### src/rtl/ldg_pkg.sv
package ldg_pkg;
  localparam int DET_W = 4;
  // detail bit positions, decoded by software reading det_o
  localparam int DET_GND   = 0;
  localparam int DET_SUPPLY = 1;
  localparam int DET_SHORT = 2;
  localparam int DET_OPEN  = 3;

  typedef enum logic [1:0] {
    ST_IDLE = 2'd0,
    ST_TEST = 2'd1,
    ST_WAIT = 2'd2,
    ST_PASS = 2'd3
  } seq_state_e;
endpackage

### src/rtl/ldg_retry_timer.sv
module ldg_retry_timer #(
  parameter int CYC_PER_MS = 100000,
  parameter int WAIT_MS    = 750
) (
  input  logic clk,
  input  logic rst,
  input  logic load_i,
  output logic done_o
);
  localparam longint TOTAL = longint'(WAIT_MS) * longint'(CYC_PER_MS);
  localparam int     CW    = $clog2(TOTAL + 1);

  logic [CW-1:0] cnt_q;

  always_ff @(posedge clk) begin
    if (rst)                cnt_q <= '0;
    else if (load_i)        cnt_q <= CW'(TOTAL);
    else if (cnt_q != '0)   cnt_q <= cnt_q - 1'b1;
  end

  assign done_o = (cnt_q == '0);
endmodule

### src/rtl/ldg_chan_seq.sv
module ldg_chan_seq
  import ldg_pkg::*;
#(
  parameter int CYC_PER_MS = 100000,
  parameter int WAIT_MS    = 750
) (
  input  logic             clk,
  input  logic             rst,
  input  logic             standby_i,
  input  logic             bypass_i,
  input  logic             diag_en_i,
  input  logic             init_pass_i,
  input  logic             req_i,
  input  logic             meas_done_i,
  input  logic             meas_fault_i,
  input  logic [DET_W-1:0] meas_det_i,
  output logic             start_o,
  output logic             report_o,
  output logic             release_o,
  output logic [DET_W-1:0] det_o
);
  seq_state_e       state_q, state_d;
  logic             report_q, report_d;
  logic             start_q, start_d;
  logic             rel_q, rel_d;
  logic [DET_W-1:0] det_q, det_d;
  logic             load, tmr_done, go;

  ldg_retry_timer #(.CYC_PER_MS(CYC_PER_MS), .WAIT_MS(WAIT_MS)) tmr_i (
    .clk    (clk),
    .rst    (rst),
    .load_i (load),
    .done_o (tmr_done)
  );

  assign go = req_i & standby_i;

  always_comb begin
    state_d  = state_q;
    report_d = report_q;
    det_d    = det_q;
    start_d  = 1'b0;
    load     = 1'b0;
    unique case (state_q)
      ST_IDLE: begin
        if (go && !bypass_i) begin
          if (init_pass_i) begin
            report_d = 1'b1;
            det_d    = '0;
            state_d  = ST_PASS;
          end else if (diag_en_i) begin
            start_d = 1'b1;
            det_d   = '0;
            state_d = ST_TEST;
          end
        end
      end
      ST_TEST: begin
        if (meas_done_i) begin
          if (meas_fault_i) begin
            det_d   = meas_det_i;
            load    = 1'b1;
            state_d = ST_WAIT;
          end else begin
            report_d = 1'b1;
            state_d  = ST_PASS;
          end
        end
      end
      ST_WAIT: begin
        // disable wins over a same-cycle end of wait
        if (!diag_en_i || !req_i) begin
          state_d = ST_IDLE;
        end else if (tmr_done && standby_i) begin
          start_d = 1'b1;
          det_d   = '0;
          state_d = ST_TEST;
        end
      end
      ST_PASS: begin
        if (!req_i) begin
          report_d = 1'b0;
          state_d  = ST_IDLE;
        end
      end
      default: state_d = ST_IDLE;
    endcase
    rel_d = req_i & (report_d | (standby_i & bypass_i));
  end

  always_ff @(posedge clk) begin
    if (rst) begin
      state_q  <= ST_IDLE;
      report_q <= 1'b0;
      start_q  <= 1'b0;
      rel_q    <= 1'b0;
      det_q    <= '0;
    end else begin
      state_q  <= state_d;
      report_q <= report_d;
      start_q  <= start_d;
      rel_q    <= rel_d;
      det_q    <= det_d;
    end
  end

  assign start_o   = start_q;
  assign report_o  = report_q;
  assign release_o = rel_q;
  assign det_o     = det_q;
endmodule

### src/rtl/ldg_retry_seq.sv
module ldg_retry_seq
  import ldg_pkg::*;
#(
  parameter int NUM_CH     = 4,
  parameter int CYC_PER_MS = 100000,
  parameter int WAIT_MS    = 750
) (
  input  logic                    clk,
  input  logic                    rst,
  input  logic                    standby_i,
  input  logic                    bypass_i,
  input  logic [NUM_CH-1:0]       diag_en_i,
  input  logic [NUM_CH-1:0]       init_pass_i,
  input  logic [NUM_CH-1:0]       req_i,
  output logic [NUM_CH-1:0]       meas_start_o,
  input  logic [NUM_CH-1:0]       meas_done_i,
  input  logic [NUM_CH-1:0]       meas_fault_i,
  input  logic [NUM_CH*DET_W-1:0] meas_det_i,
  output logic [NUM_CH-1:0]       report_o,
  output logic [NUM_CH-1:0]       release_o,
  output logic [NUM_CH*DET_W-1:0] det_o
);
  for (genvar c = 0; c < NUM_CH; c++) begin : g_ch
    ldg_chan_seq #(.CYC_PER_MS(CYC_PER_MS), .WAIT_MS(WAIT_MS)) seq_i (
      .clk          (clk),
      .rst          (rst),
      .standby_i    (standby_i),
      .bypass_i     (bypass_i),
      .diag_en_i    (diag_en_i[c]),
      .init_pass_i  (init_pass_i[c]),
      .req_i        (req_i[c]),
      .meas_done_i  (meas_done_i[c]),
      .meas_fault_i (meas_fault_i[c]),
      .meas_det_i   (meas_det_i[c*DET_W +: DET_W]),
      .start_o      (meas_start_o[c]),
      .report_o     (report_o[c]),
      .release_o    (release_o[c]),
      .det_o        (det_o[c*DET_W +: DET_W])
    );
  end
endmodule

### config.mk
export PLATFORM = sky130hd
export DESIGN_NAME = ldg_retry_seq
export DESIGN_NICKNAME = d
export VERILOG_FILES = /design/src/rtl/ldg_pkg.sv /design/src/rtl/ldg_retry_timer.sv /design/src/rtl/ldg_chan_seq.sv /design/src/rtl/ldg_retry_seq.sv
export SDC_FILE = /design/constraint.sdc
export NUM_CORES = 1
export LEC_CHECK = 0
export BUFFER_PORTS_ARGS = -buffer_cell sky130_fd_sc_hd__buf_2
export CORE_AREA = 2 2 120 151
export DETAILED_ROUTE_END_ITERATION = 7
export DIE_AREA = 0 0 122 153
export PLACE_DENSITY = 0.72
export SLEW_MARGIN = 10
export SYNTH_ARGS = -nofsm -noshare
export SYNTH_HDL_FRONTEND = slang
export SYNTH_HIERARCHICAL = 1
export SYNTH_SLANG_ARGS = --single-unit
export TNS_END_PERCENT = 10
### constraint.sdc
create_clock -name clk -period 2.3 [get_ports clk]
set_clock_uncertainty 0.1 [all_clocks]
set_input_delay 0.23 -clock clk [delete_from_list [all_inputs] [get_ports clk]]
set_output_delay 0.23 -clock clk [all_outputs]
set_load 0.02 [all_outputs]
==> results of run 1 <==
[worst register-to-register path: stages, from the launching register on]
cell and delay, ns:
dfxtp_1 0.31, buf_4 0.14, or4_4 0.55, or4_4 0.48, or4_1 0.49, a31oi_1 0.17
[routing by layer]
layer | vias to the layer above | global-route usage | routed length (um)
met3 | 39 | 0.0381 | 717
met4 | 0 | 0.0985 | 506
met2 | 163 | 0.381 | 10400
li1 | 3674 | - | -
met1 | 3565 | 0.267 | 8870
met5 | - | 0 | 0
[cells in the final DEF (no fill, tap or decap), types with 6 or more instances in the layout]
cell type      instances
nor2b_1               10
nor2_1                71
dlygate4sd3_1         19
or3_1                 21
a311oi_1               7
clkbuf_16             17
nor3_1                32
nand2_1               52
dfxtp_1              142
buf_2                 67
or4_1                 25
xnor2_1               11
nor3_2                10
mux2i_1                7
nor4b_1                6
nand2b_1               6
a21boi_0               7
xor2_1                25
inv_1                 17
nor4_1                16
or2_2                 16
a21oi_1               77
o211ai_1              29
nand4_1               17
o31ai_1               29
o21ai_0               28
buf_4                 91
nand3_1               22
a31oi_1               24
or4_4                 11
[layout make-up]
cell class              count  area [um^2]
well taps                 224          280
flip-flops and latches    144         2890
clock buffers              21          460
fillers                  1538         7450
clock inverters            11          161
multi-input cells         672         4610
inverters                  24         90.1
repair buffers            183         1280
[cell families after synthesis]
| group | count (synthesis) | share of synthesized area |
|---|---|---|
| xor+xnor | 36 | 0.0415 |
| mux | 7 | 0.00922 |
| buf+inv | 60 | 0.0361 |
| flops | 144 | 0.379 |
| compound gates | 252 | 0.227 |
| simple gates | 373 | 0.300 |
| fa+ha+maj | 4 | 0.00659 |
[power breakdown]
| group | switching [mW] | leakage [nW] | internal [mW] | total (mW) |
|---|---|---|---|---|
| sequential | 0.777 | 1.18 | 3.27 | 4.05 |
| clock | 1.05 | 0.307 | 1.86 | 2.91 |
| combinational | 5.57 | 2.28 | 4.50 | 10.1 |
| total | 7.40 | 3.77 | 9.63 | 17.0 |
[what timing repair did]
action	in CTS	in global routing
hold endpoints to repair	19	0
gates resized for setup	4	35
hold buffers	19	0
buffers inserted	0	3
pin swaps	1	16
endpoints found under the setup margin	4	48
[worst paths after layout]
kind | startpoint | to | slack (ns) | cells past startpoint
worst min-delay path | req_i[1] | g_ch[1].seq_i/release_o | 0.02 | 3
worst min register to register | g_ch[3].seq_i/det_o[3] | g_ch[3].seq_i/det_o[3] | 0.40 | 2
worst max-delay path | g_ch[0].seq_i/tmr_i/cnt_q[8] | g_ch[0].seq_i/tmr_i/cnt_q[11] | -0.005 | 5
worst max register to register | g_ch[0].seq_i/tmr_i/cnt_q[8] | g_ch[0].seq_i/tmr_i/cnt_q[11] | -0.005 | 5
[metrics by stage]
stage	hold slack, ns	setup TNS [ns]	instance area (um^2)	setup slack (ns)
2_1_floorplan	0.270	-0.155	7630	-0.0530
3_3_place_gp	0.377	0	8780	0.0295
3_5_place_dp	0.373	-0.0283	8780	-0.0283
4_1_cts	0.00833	0	9620	0.00145
5_1_grt	0.0322	-0.427	9770	-0.0859
6_report	0.0192	-0.00512	9770	-0.00512
[sequential cells by signal, summed over array words and instances (netlist names)]
name	cells
g_ch.seq_i/release_o	4
g_ch.seq_i/report_o	4
g_ch.seq_i/det_o	16
g_ch.seq_i/state_q	8
g_ch.seq_i/tmr_i/cnt_q	108
g_ch.seq_i/start_o	4
==> impl_results.md, run 1 <==
* Pleak at 3.77 nW
* Share of flip-flops with an asynchronous set or reset at 0
* Max Root-Sink Buffers at 2
* Drt pass-1 iters at 6
* Crit-path max cell delay at ~0.55 ns
* Worst-margin pin slew at approximately 0.57 ns
* Die height at roughly 150 um
* H-tree depth at 4
* Placed Instances at 1,225
* Starting DRT DRC Count at 536
* Total congestion overflow at 0
* CP arrival at 2.56 ns
* F_max at around 0.43 GHz
* First-pass GRT wire length at 33,500 um
* CP bufs+invs at 1
* Synth area leader: dfxtp_1
* Fin. max-slew vios at 0
* Total CTS buffers at 17
* Largest net degree at the start of global routing at 33
* Fin crit share at 1.00
* Flop and latch count out of synthesis at between 100 and 150
* Power per cell area at roughly 1700 nW/um^2
* Final Hold Fails at 0
* Run status: complete, but fails checks
* Commonest cells post-synth: dfxtp_1, a21oi_1, nor2_1, nand2_1, nor3_1
* Max-cap violation count at 0
* PortBufs at 67
* Setup Crit Path Kind: flip-flop to flip-flop
* CTS Root Cell: clkbuf_16
* Initial Util at 0.441
* Endpoint type of the worst setup path: flip-flop
* Final WL at about 20,000 um
* Ys Warns at 6
* # IOs at 68
* Highest ir drop seen on vdd at ~0.00066 V
* CTS tree: done
* Setup ws final at -0.00512 ns
* Worst skew pair latency at 0.44 ns
* Mapped Area at 7600 um^2
* Fin util at 0.567
* Net Count, Synth at between 900 and 1,000
* Unique cell type count in the Yosys netlist at 65
* Gr usage total at 0.221
* Core Footprint at 17,200 um^2
* Data required time of the worst path at ~2.6 ns
* RSZ-0062 raised after global routing: true
* Area Overhead vs Synth at 28.7%
* Share of cells above drive strength 1 at 0.278
* Initial antenna violation count at 0
* Worst-path fanout max at 5
* Synth Instances at around 900
* Largest cells by area after synthesis: dfxtp_1, a21oi_1, nor2_1
* Antenna Cells at 0
* Worst hold path class: input port to flip-flop
* Fin crit period at between 2 and 2.5 ns
* Top-count cell post-synth: dfxtp_1
* Via Count at 7,441
* Overall power at 17.0 mW
* WL/cell at roughly 16 um
* Number of remaining DRC errors at 0
* Top cell by count, worst path: or4_4
* Critical Path, Cell by Cell: buf_4, or4_4, or4_4, or4_1, a31oi_1
* RePlAce Congestion at 0.929
* Post-DP HPWL at between 10,000 and 15,000 um
* Post-synth EDFFs at 0
* Worst slew margin at 0.616
* CTS clock-pin slew for the worst setup and hold paths at 0.06 ns
* Primary FF master, synth: dfxtp_1
* CP Launch Type: flip-flop
* Die Area at 18,700 um^2
* Final std cells w/o fill at between 1,000 and 1,500
* Failing checks: negative setup slack
* Critical path's slowest cell: or4_4
* Crit path max-delay family: simple AND/OR/NAND/NOR gates
* Share of the synthesized area in the top cell type at 0.379
* Avg Cell Area, Syn at around 8.7 um^2
* Seq/Total Area, Yosys at 0.379
* Vias in the first global route at around 7,100
* Die span in x at roughly 120 um
* Antenna viol nets, final at 0
* Nets at ~1,100
* Setup violators final at 1
* Via density at 5.82
* Row cnt at between 50 and 60
* Clock Sink Count at 144
(Power assumes the default switching activity.)
==> inputs of run 2 (changes only) <==
--- a/config.mk
+++ b/config.mk
@@ -6,13 +6,12 @@
 export NUM_CORES = 1
 export LEC_CHECK = 0
 export BUFFER_PORTS_ARGS = -buffer_cell sky130_fd_sc_hd__buf_2
-export CORE_AREA = 2 2 120 151
+export CORE_AREA = 2 2 118 149
 export DETAILED_ROUTE_END_ITERATION = 7
-export DIE_AREA = 0 0 122 153
-export PLACE_DENSITY = 0.72
+export DIE_AREA = 0 0 120 151
+export PLACE_DENSITY = 0.73
 export SLEW_MARGIN = 10
 export SYNTH_ARGS = -nofsm -noshare
 export SYNTH_HDL_FRONTEND = slang
-export SYNTH_HIERARCHICAL = 1
 export SYNTH_SLANG_ARGS = --single-unit
 export TNS_END_PERCENT = 10
==> run 2 against run 1 <==
  * Largest cell class unchanged
  * Wire length down 2.7%
  * Count of clock-buffer cells in the layout up 1
  * Utilization up 0.93 points
  * Combinational power about the same
  * The flow still finishes with violations (negative setup slack)
  * Largest power group unchanged
  * Synthesized area down 2.3%
  * Critical path type unchanged
  * Maximum frequency down 2.5%
  * Clock power up 5%
==> impl_results.md, run 2 <==
* CP arrival at roughly 2.6 ns
* WL/cell at about 16 um
* Worst skew pair latency at roughly 0.43 ns
* Endpoint type of the worst setup path: flip-flop
* Top-count cell post-synth: dfxtp_1
* Final std cells w/o fill at about 1,300
* F_max at roughly 0.42 GHz
* Antenna Cells at 0
* Initial antenna violation count at 1
* Max Root-Sink Buffers at 2
* Pleak at between 3 and 4 nW
* Failing checks: negative setup slack
* Commonest cells post-synth: dfxtp_1, nor2_1, a21oi_1, o21ai_0, or3_1
* Total congestion overflow at 0
* H-tree depth at 4
* Placed Instances at about 1,200
* Pre-CTS WS at -0.0427 ns
* Setup Crit Path Kind: flip-flop to flip-flop
* Net Count, Synth at slightly above 900
* Max-cap violation count at 0
* Share of flip-flops with an asynchronous set or reset at 0
* Highest ir drop seen on vdd at ~0.00073 V
* Share of the synthesized area in the top cell type at 0.388
* Overall power at roughly 17 mW
* Flop and latch count out of synthesis at around 140
* Setup violators final at 5
* Post-DP HPWL at 13,500 um
* Post-CTS Setup Inserts at 0
* Initial Util at 0.446
* CTS Root Cell: clkbuf_16
* Total negative slack at -0.198 ns
* Fin crit share at 1.03
* Final WL at 19,900 um
* Synth area leader: dfxtp_1
* Worst-path fanout max at 6
* Row cnt at between 50 and 60
* Commonest non-fill, non-tap cell in the layout: dfxtp_1
* RePlAce Congestion at roughly 0.87
* Largest cells by area after synthesis: dfxtp_1, nor2_1, a21oi_1
* Worst slew margin at 0.511
* Worst hold path class: input port to flip-flop
* Fin crit period at between 2 and 2.5 ns
* Area Overhead vs Synth at 29.3%
* Clock Sink Count at roughly 140
* Gr usage total at 0.223
* Run status: complete, but fails checks
* Worst-margin pin slew at between 0.7 and 0.8 ns
* Primary FF master, synth: dfxtp_1
* Largest net degree at the start of global routing at 61
* CTS tree: done
* RSZ-0062 raised after global routing: true
* Fin. max-slew vios at 0
* Share of cells above drive strength 1 at 0.249
* Die Area at between 15,000 and 20,000 um^2
* Via density at between 5 and 6
* Unique cell type count in the Yosys netlist at 70
* Worst Hold Slack at 0.00804 ns
* Power per cell area at approximately 1800 nW/um^2
* Starting DRT DRC Count at about 440
* Ys Warns at 0
* Setup ws final at -0.0641 ns
* CP Launch Type: flip-flop
* Antenna viol nets, final at 0
* Synth Instances at between 800 and 900
* Avg Cell Area, Syn at 8.39 um^2
* Total CTS buffers at 17
* Most frequent cells in the layout: dfxtp_1, buf_4, nor2_1
* Fillers at about 1,400
* Die height at ~150 um
* Via Count at between 7,000 and 8,000
* Flip-flop count of the largest register after layout at between 100 and 150
* Seq/Total Area, Yosys at 0.388
* Die span in x at approximately 120 um
* Number of remaining DRC errors at 0
* CTS clock-pin slew for the worst setup and hold paths at 0.06 ns
* Core Footprint at around 17,000 um^2
* Largest Register: g_ch.seq_i.tmr_i.cnt_q
* Drt pass-1 iters at 5
* First-pass GRT wire length at roughly 33,000 um
* # IOs at a little under 70
* Nets at about 1,100
* Final Hold Fails at 0
* Data required time of the worst path at roughly 2.5 ns
* Vias in the first global route at 7,063
* Post-synth EDFFs at 0
* PortBufs at 67
* Mapped Area at ~7400 um^2
## run 2: cell types whose count changed after synthesis, sizes merged, moves of 14 or more
cell    before  now
a21oi       81   64
clkbuf      14   37
or2         21    5
nor3        44   30
or3         21   41
nand2       52   38
## run 2: area by class of cell
| cell class | instances | area, um^2 | area share |
|---|---|---|---|
| clock inverters | 10 | 181 | 0.0189 |
| multi-input cells | 659 | 4370 | 0.455 |
| clock buffers | 22 | 474 | 0.0494 |
| flip-flops and latches | 144 | 2880 | 0.300 |
| repair buffers | 192 | 1320 | 0.138 |
| well taps | 220 | 275 | 0.0287 |
| inverters | 25 | 93.8 | 0.00978 |
## run 2: where the power goes
part / switching (mW) / total [mW] / internal [mW]
clock: 1.06 / 3.07 / 2.01
combinational: 5.24 / 9.91 / 4.68
sequential: 0.740 / 4.03 / 3.29
total: 7.04 / 17.0 / 9.97
## run 2: per-stage QoR
step,area [um^2],util
after floorplan,7430,-
after global placement,8570,0.515
after detailed placement,8570,0.515
after CTS,9440,0.567
after global routing,9600,0.577
final,9600,0.577
## run 2: kinds of logic (layout without fill, tap and decap cells)
logic type / Yosys count / count (layout) / share of synthesized area
xor+xnor: 52 / 52 / 0.0614
buf+inv: 82 / 249 / 0.0501
fa+ha+maj: 4 / 4 / 0.00674
flops: 144 / 144 / 0.388
simple gates: 349 / 349 / 0.265
compound gates: 249 / 249 / 0.222
mux: 5 / 5 / 0.00674
## run 2: final timing paths
check | from | to | slack (ns) | cells after the start
min reg2reg | g_ch[1].seq_i.det_o[2] | g_ch[1].seq_i.det_o[2] | 0.36 | 2
max reg2reg | g_ch[2].seq_i.tmr_i.cnt_q[21] | g_ch[2].seq_i.tmr_i.cnt_q[22] | -0.06 | 6
max | g_ch[2].seq_i.tmr_i.cnt_q[21] | g_ch[2].seq_i.tmr_i.cnt_q[22] | -0.06 | 6
min | meas_det_i[1] | g_ch[0].seq_i.det_o[1] | 0.008 | 3
## run 2: routing by layer
| layer | track usage | up-vias | share of wire |
|---|---|---|---|
| met3 | 0.0550 | 37 | 0.047 |
| met5 | 0 | - | 0.00065 |
| met4 | 0.0882 | 2 | 0.018 |
| met1 | 0.254 | 3489 | 0.43 |
| met2 | 0.399 | 179 | 0.51 |
| li1 | - | 3659 | - |
## run 2: worst max-delay path, stage by stage, from the launching register on
cell,delay (ns)
dfxtp_1,0.31
or4_4,0.53
or4b_4,0.58
o211ai_1,0.30
buf_4,0.21
or4_4,0.11
a31oi_1,0.07
## run 2: repair_timing
action,in CTS,in global routing
pin swaps,4,9
endpoints found under the hold margin,17,0
cloned,1,0
endpoints found under the setup margin,9,67
hold buffers,17,0
resized for setup,11,35
